`src/rtl/aud_ser_fmt.sv`:
```
module aud_ser_fmt #(
  parameter int SW = 20,
  parameter int CAL_FRAMES = 4128
) (
  input  logic          clk_i,
  input  logic          rst_n_i,
  input  logic          frame_i,
  input  logic          fmt_i,
  input  logic [1:0]    mono_i,
  input  logic [SW-1:0] left_i,
  input  logic [SW-1:0] right_i,
  output logic          sd_o
);
  localparam int CW = $clog2(CAL_FRAMES + 1);
  localparam logic [CW-1:0] CAL_LAST = CW'(CAL_FRAMES);

  logic          armed, frame_q;
  logic [CW-1:0] cal_cnt;
  logic [SW-1:0] hold_r, sr;
  logic [SW-1:0] mix_l, mix_r, avg, word;
  logic signed [SW:0] sum;

  wire edge_w   = armed & (frame_i ^ frame_q);
  wire left_w   = frame_i ^ fmt_i;
  wire cal_busy = (cal_cnt != CAL_LAST);

  assign sum = $signed({left_i[SW-1], left_i}) + $signed({right_i[SW-1], right_i});
  assign avg = SW'(sum >>> 1);

  always_comb begin
    case (mono_i)
      2'b01:   begin mix_l = avg;     mix_r = avg;     end
      2'b10:   begin mix_l = left_i;  mix_r = left_i;  end
      2'b11:   begin mix_l = right_i; mix_r = right_i; end
      default: begin mix_l = left_i;  mix_r = right_i; end
    endcase
  end

  assign word = left_w ? (cal_busy ? '0 : mix_l) : hold_r;

  always_ff @(negedge clk_i or negedge rst_n_i) begin
    if (!rst_n_i) begin
      armed   <= 1'b0;
      frame_q <= 1'b0;
      cal_cnt <= '0;
      hold_r  <= '0;
      sr      <= '0;
      sd_o    <= 1'b0;
    end else begin
      armed   <= 1'b1;
      frame_q <= frame_i;
      if (edge_w) begin
        if (left_w) begin
          hold_r <= cal_busy ? '0 : mix_r;
          if (cal_busy) cal_cnt <= cal_cnt + CW'(1);
        end
        if (!fmt_i) begin
          sd_o <= word[SW-1];
          sr   <= {word[SW-2:0], 1'b0};
        end else begin
          sd_o <= sr[SW-1];
          sr   <= word;
        end
      end else begin
        sd_o <= sr[SW-1];
        sr   <= {sr[SW-2:0], 1'b0};
      end
    end
  end
endmodule


```
`config.mk`:
```
export PLATFORM = sky130hd
export DESIGN_NAME = aud_ser_fmt
export DESIGN_NICKNAME = d
export VERILOG_FILES = /design/src/rtl/aud_ser_fmt.sv
export SDC_FILE = /design/constraint.sdc
export NUM_CORES = 1
export LEC_CHECK = 0
export ABC_AREA = 0
export BUFFER_PORTS_ARGS = -buffer_cell sky130_fd_sc_hd__buf_2
export CORE_UTILIZATION = 50
export CTS_BUF_LIST = sky130_fd_sc_hd__clkbuf_4 sky130_fd_sc_hd__clkbuf_8
export CTS_CLUSTER_DIAMETER = 50
export DETAILED_ROUTE_END_ITERATION = 8
export GPL_ROUTABILITY_DRIVEN = 0
export PLACE_DENSITY_LB_ADDON = 0.2
export SLEW_MARGIN = 20
export SYNTH_ARGS = -nofsm -noshare
export SYNTH_HDL_FRONTEND = slang
export SYNTH_SLANG_ARGS = --single-unit
```
`constraint.sdc`:
```
create_clock -name clk_i -period 5.4 [get_ports clk_i]
set_input_delay 0.27 -clock clk_i [delete_from_list [all_inputs] [get_ports clk_i]]
set_output_delay 0.27 -clock clk_i [all_outputs]
set_load 0.03 [all_outputs]
```
After elaboration in Yosys (flattened, before gate mapping):

Cells that the tools add are included.

* latch bits: 0
* memory bits (read-only): 0
* RAM bits: 0
* logic and storage cells: 26
* memories kept: 0
* register bits: 56

* eq/ne operators: 4
* bitwise operators: 3
* div/mod/pow operators: 0
* add/sub/neg operators: 2
* mux-type cells: 9
* reduce and logical (&&, ||, !) cells: 2
* order comparisons: 0
* shift-type cells: 0
* $mul: 0

Operators by type and width (number)
* $mux W20: 5
* $pmux W20 S2: 2
* $add A20 B20 Y21: 1
* $add A13 B1 Y13 const B: 1
* $ne A13 B13 Y1 const B: 1
* $eq A2 B2 Y1 const B: 2
* $reduce_and A3 Y1: 1
* $eq A2 B1 Y1 const B: 1
* $mux W1: 2
* $reduce_and A2 Y1: 1
* $xor A1 B1 Y1: 2
* $and A1 B1 Y1: 1

Longest topological paths before layout:

Gate-level depths: netlist (run 1).

* depth after elaboration: 6
* mapped depth: 11

==> flow_metrics.py, run 1 <==
metrics = {
    "run_status": {
        "status": "finished, final reports clean",
    },
    "die": {
        "die_x_um": 95.4,
        "pin_count": 47,
        "rows": 33,
        "core_area_um2": 8340,
        "dieArea_um2": 9100,
        "fp.dieH_um": 95.4,
        "initial_core_util_pct": 52.3,
    },
    "routing": {
        "drcViolationCount": 0,
        "routed_wl_mm": 12.2,
        "wl_per_cell_um": 17.4,
        "first_iter_violations": 388,
        "first_pass_iters": 5,
        "viasPerCell": 6.20,
        "postRouteAntennaNets": 0,
        "vias": 4357,
    },
    "layout": {
        "antenna_cells": 0,
        "regArea_um2": 1400,
        "fillers": 777,
        "final_area_um2": 5010,
        "final_nets": 669,
        "drive_gt1_share_pct": 16.7,
        "syn2layout_area_growth_pct": 14.9,
        "layout.cells.non_filler": 703,
        "multi_input_area_um2": 2800,
    },
    "placement": {
        "hpwl_mm": 9.39,
        "dp.cells": 696,
        "io_buffers": 46,
        "pre_cts_slack_ns": -0.136,
        "placed_area_um2": 4880,
    },
    "flow_run": {
        "cap_violations": 0,
    },
    "hold_path": {
        "holdCritPathClass": "reg -> reg",
    },
    "timing": {
        "tns_ns": 0,
        "report.final.slew_viol_count": 0,
        "slew_headroom_pct": 45.7,
        "clock_skew_ns": 0.00994,
        "hold_viol": 0,
        "rsz0062_at_grt": "no",
        "timing.final.ws_setup_ns": 0.152,
        "tightest_slew_ns": 0.808,
        "setup_viol_count_final": 0,
    },
    "setup_path": {
        "crit_path_cell_trace": "buf_2, and2_1, fa_1, a21o_1, a221oi_2, o22ai_1, a31o_1, a211o_1, and4_1, o21ai_1, a221oi_1",
        "cp_max_fo": 3,
        "cp_slowest_cell": "fa_1",
        "slowest_delay_ns": 0.38,
        "cp-start-kind": "input pin",
        "crit_required_ns": 2.84,
        "critPathKind": "in -> reg",
        "worst-endpoint-arrival_ns": 2.69,
        "end_kind": "flip-flop",
    },
    "pwr": {
        "pwr_density_cell_nw_per_um2": 233,
        "p_leak_nw": 2.21,
        "clkPwrFrac_pct": 27.5,
        "intPower_w": 0.000795,
        "power_frac_seq_pct": 41.3,
        "totalPowerFinal_w": 0.00117,
        "pwr-share-comb_pct": 31.2,
        "p_switching_w": 0.000374,
        "switching_share_pct": 32.0,
        "ir_drop_v": 0.000123,
    },
    "synth": {
        "netlist_instances": 539,
        "synth_nets": 610,
        "ys_seq_area_share_pct": 32.1,
        "yosysWarnings": 0,
        "yosysUniqueCellTypes": 62,
        "synth_ff_type": "dfrtn_1",
        "ys_ff_latch": 56,
        "avgSynthCellArea_um2": 8.09,
        "synth_area_um2": 4360,
        "async_flop_share_pct": 100,
        "synth_edf_count": 0,
    },
    "cts": {
        "cts_buffer_depth": 2,
        "cts_hold_buf": 0,
        "insertion_delay_ns": 0.31,
        "postCtsSetupBuffers": 0,
        "htree_num_levels": 2,
        "ctsResizeCount": 0,
        "cts_buffers": 5,
        "clock_sinks": 56,
        "cts_tree": "yes",
        "clkTransAtPathRegs_ns": 0.07,
        "cts-root-buf": "clkbuf_8",
    },
    "grt": {
        "grt_pass1_wl_mm": 20.0,
        "grt_pass1_vias": 4046,
        "grt_max_degree": 57,
        "antenna_found_initial": 0,
        "globalRoute.totalOverflow": 0,
        "gr-usage-all-layers_pct": 28.2,
    },
}
synth_stat cells (10+ instances only):
cell / count / share of area, %
a221oi_1: 14 / 2.8
o21ai_0: 62 / 7.1
clkbuf_1: 30 / 2.6
nor3_1: 10 / 1.1
nor2_1: 30 / 2.6
nand3_1: 14 / 1.6
inv_1: 12 / 1.0
ha_1: 24 / 6.9
xnor2_1: 18 / 3.6
dfrtn_1: 56 / 32
a22o_1: 11 / 2.2
a21oi_1: 44 / 5.0
nand2_1: 75 / 6.5
a211oi_1: 15 / 2.6
final timing paths:
kind | depth (start not counted) | startpoint | slack (ns) | endpoint
max | 11 | left_i[0] | 0.15 | sr[16]
min | 2 | sr[2] | 0.40 | sr[3]
max reg2reg | 10 | cal_cnt[0] | 2.84 | sr[12]
min reg2reg | 2 | sr[2] | 0.40 | sr[3]
max in group asynchronous | 2 | rst_n_i | 2.23 | sd_o
min in group asynchronous | 2 | rst_n_i | 2.67 | sr[4]
per-layer routing:
| layer | GRT usage, % | share of wire, % |
|---|---|---|
| met1 | 41.6 | 48 |
| met5 | 0 | 0 |
| met2 | 44.0 | 45 |
| met4 | 6.47 | 1.4 |
| met3 | 3.43 | 6.0 |
metrics by stage:
step,utilization (%),hold WS [ns]
2_1_floorplan,-,0.386
3_3_place_gp,58.6,0.394
3_5_place_dp,58.6,0.403
4_1_cts,60.1,0.403
5_1_grt,60.1,0.435
6_report,60.1,0.398
cells in the final DEF (no fill, tap or decap), types with 6 or more instances in the layout:
cell type	instances
buf_4	37
dfrtn_1	56
a21oi_1	44
xnor2_1	18
a221oi_1	14
nand3_1	14
o21ai_0	62
a31oi_1	8
a22oi_1	7
and3_1	6
xor2_1	9
nor3_1	10
nor2_1	30
inv_1	12
nand4_1	6
nand2_1	75
o21ai_1	6
buf_2	46
a21o_1	7
ha_1	24
a22o_1	11
a211oi_1	15
final cells by class:
| class | count | area share [%] |
|---|---|---|
| clock buffers | 5 | 1.37 |
| clock inverters | 2 | 1.20 |
| flip-flops and latches | 56 | 28.0 |
| well taps | 105 | 2.62 |
| repair buffers | 83 | 10.1 |
| inverters | 13 | 0.973 |
| multi-input cells | 439 | 55.8 |
sequential cells by signal, indices dropped and copies added, names as in the netlist:
register  count
sd_o          1
cal_cnt      13
frame_q       1
sr           20
hold_r       20
armed         1
critical path: cells and delay by family:
kind / cells / cell delay, ns
AO/OA/AOI/OAI: 7 / 1.58
buffers and inverters: 1 / 0.10
adder cells (fa/ha/maj): 1 / 0.38
AND/OR/NAND/NOR: 2 / 0.37
power groups by stage:
stage | registers, W | clock network (W) | logic [W]
after floorplan | 0.000487 | 0 | 0.000234
final | 0.000483 | 0.000321 | 0.000365
after global routing | 0.000488 | 0.000342 | 0.000403
after CTS | 0.000483 | 0.000323 | 0.000361
after global placement | 0.000489 | 0 | 0.000350
after detailed placement | 0.000491 | 0 | 0.000359
kinds of logic after synthesis:
| logic type | count (synthesis) | synth area share (%) |
|---|---|---|
| XOR/XNOR | 27 | 5.42 |
| multiplexers | 7 | 1.75 |
| other | 1 | 0.0860 |
| AO/OA/AOI/OAI | 214 | 31.9 |
| flip-flops | 56 | 32.1 |
| AND/OR/NAND/NOR | 165 | 17.6 |
| buffers and inverters | 44 | 3.79 |
| adder cells (fa/ha/maj) | 25 | 7.34 |
Power figures use the tool's default switching activity.
==> run 2: changes to the inputs <==
Settings changed: CORE_UTILIZATION 50 to 53.
==> flow_metrics.py, run 2 (synthesis gave the netlist of run 1 again) <==
metrics = {
    "pwr": {
        "ir_drop_v": 0.000127,
        "p_leak_nw": 2.18,
        "totalPowerFinal_w": 0.00109,
        "pwr_density_cell_nw_per_um2": 220,
    },
    "setup_path": {
        "cp_slowest_cell": "fa_1",
        "end_kind": "flip-flop",
        "path_delay_family": "compound AO/OA/AOI/OAI gates",
        "cp-start-kind": "input pin",
        "r2r_cells": 10,
        "slowest_delay_ns": 0.38,
        "worst-endpoint-arrival_ns": 2.65,
        "cp_max_fo": 3,
        "crit_required_ns": 2.84,
        "critPathKind": "in -> reg",
        "path_buf_inv": 1,
        "worstSetupPathDepth": 11,
        "crit_path_cell_trace": "buf_2, and2_1, fa_1, a21o_1, a221oi_2, o22ai_1, a31o_1, a211o_1, and4_1, o21ai_1, a221oi_1",
    },
    "cts": {
        "clkTransAtPathRegs_ns": 0.07,
        "cts-root-buf": "clkbuf_8",
        "clock_sinks": 56,
        "cts_tree": "yes",
        "ctsResizeCount": 0,
        "cts_buffers": 5,
        "cts_buffer_depth": 2,
        "insertion_delay_ns": 0.31,
        "postCtsSetupBuffers": 0,
        "cts_hold_buf": 0,
        "htree_num_levels": 2,
    },
    "placement": {
        "hpwl_mm": 9.43,
        "io_buffers": 46,
    },
    "die": {
        "fp.dieH_um": 92.7,
        "core_area_um2": 7850,
        "dieArea_um2": 8600,
        "die_x_um": 92.7,
        "rows": 32,
        "initial_core_util_pct": 55.6,
        "pin_count": 47,
    },
    "timing": {
        "slew_headroom_pct": 43.4,
        "tns_ns": 0,
        "hold_slack_ns": 0.404,
        "report.final.slew_viol_count": 0,
        "clock_skew_ns": 0.00570,
        "setup_viol_count_final": 0,
        "rsz0062_at_grt": "no",
        "tightest_slew_ns": 0.842,
        "hold_viol": 0,
    },
    "layout": {
        "final_common_cell": "nand2_1",
        "antenna_cells": 0,
        "syn2layout_area_growth_pct": 13.3,
        "most-common-layout-cells": "nand2_1 (75), o21ai_0 (62), dfrtn_1 (56), buf_2 (46), a21oi_1 (44)",
        "drive_gt1_share_pct": 16.3,
        "reg_top3": "hold_r x20, sr x20, cal_cnt x13",
        "fillers": 728,
        "final_nets": 665,
    },
    "routing": {
        "viasPerCell": 6.36,
        "vias": 4436,
        "first_pass_iters": 5,
        "drcViolationCount": 0,
        "routed_wl_mm": 12.1,
        "first_iter_violations": 311,
        "wl_per_cell_um": 17.3,
        "postRouteAntennaNets": 0,
    },
    "grt": {
        "antenna_found_initial": 0,
        "grt_pass1_wl_mm": 20.2,
        "met1_usage_pct": 42.3,
        "gr-usage-all-layers_pct": 29.5,
        "grt_max_degree": 31,
        "globalRoute.totalOverflow": 0,
        "use_met3_pct": 4.19,
        "grt_pass1_vias": 4137,
        "grtUsageMet2_pct": 47.1,
        "busiest_layer": "met2",
    },
    "flow_run": {
        "cap_violations": 0,
    },
    "run_status": {
        "status": "finished, final reports clean",
    },
    "hold_path": {
        "holdCritPathClass": "reg -> reg",
        "min_path_cells": 2,
    },
}
## run 2: stage by stage
stage / area [µm²] / util, % / worst slack (ns) / std cells
floorplan: 4360 / - / 0.127 / 539
global route: 4940 / 63.0 / 0.0569 / 697
finish: 4940 / 63.0 / 0.184 / 697
global placement: 4850 / 61.8 / -0.0358 / 689
CTS: 4940 / 63.0 / 0.221 / 697
detailed placement: 4850 / 61.8 / -0.102 / 689
## run 2: where the power goes
part | switching, W | internal, W | leakage, nW
combinational | 0.000211 | 0.000149 | 1.38
sequential | 0.0000229 | 0.000460 | 0.747
clock | 0.000141 | 0.000103 | 0.0510
## run 2: tightest hold or removal path: stages (launching register included)
cell,delay [ns]
dfrtn_1,0.39
nand2_1,0.04
o21ai_0,0.06
## run 2: final timing paths
check / from / endpoint / slack (ns)
worst max-delay path: left_i[0] / sr[16] / 0.18
worst min-delay path: sr[0] / sr[1] / 0.40
worst max register to register: cal_cnt[0] / sr[12] / 2.84
worst min register to register: sr[0] / sr[1] / 0.40
max in group asynchronous: rst_n_i / hold_r[16] / 2.32
min in group asynchronous: rst_n_i / hold_r[1] / 2.43
## run 2: layout make-up
| type | count | area (µm²) | area share, % |
|---|---|---|---|
| well taps | 102 | 128 | 2.58 |
| clock inverters | 2 | 10.0 | 0.202 |
| multi-input cells | 439 | 2800 | 56.5 |
| repair buffers | 79 | 478 | 9.67 |
| inverters | 13 | 48.8 | 0.987 |
| flip-flops and latches | 56 | 1400 | 28.3 |
| clock buffers | 6 | 82.6 | 1.67 |
## run 2: layer usage
| metal | part of all wire (%) | up-vias |
|---|---|---|
| li1 | - | 2112 |
| met1 | 46 | 2108 |
| met2 | 44 | 193 |
| met3 | 7.6 | 23 |
| met4 | 1.7 | 0 |
| met5 | 0 | - |
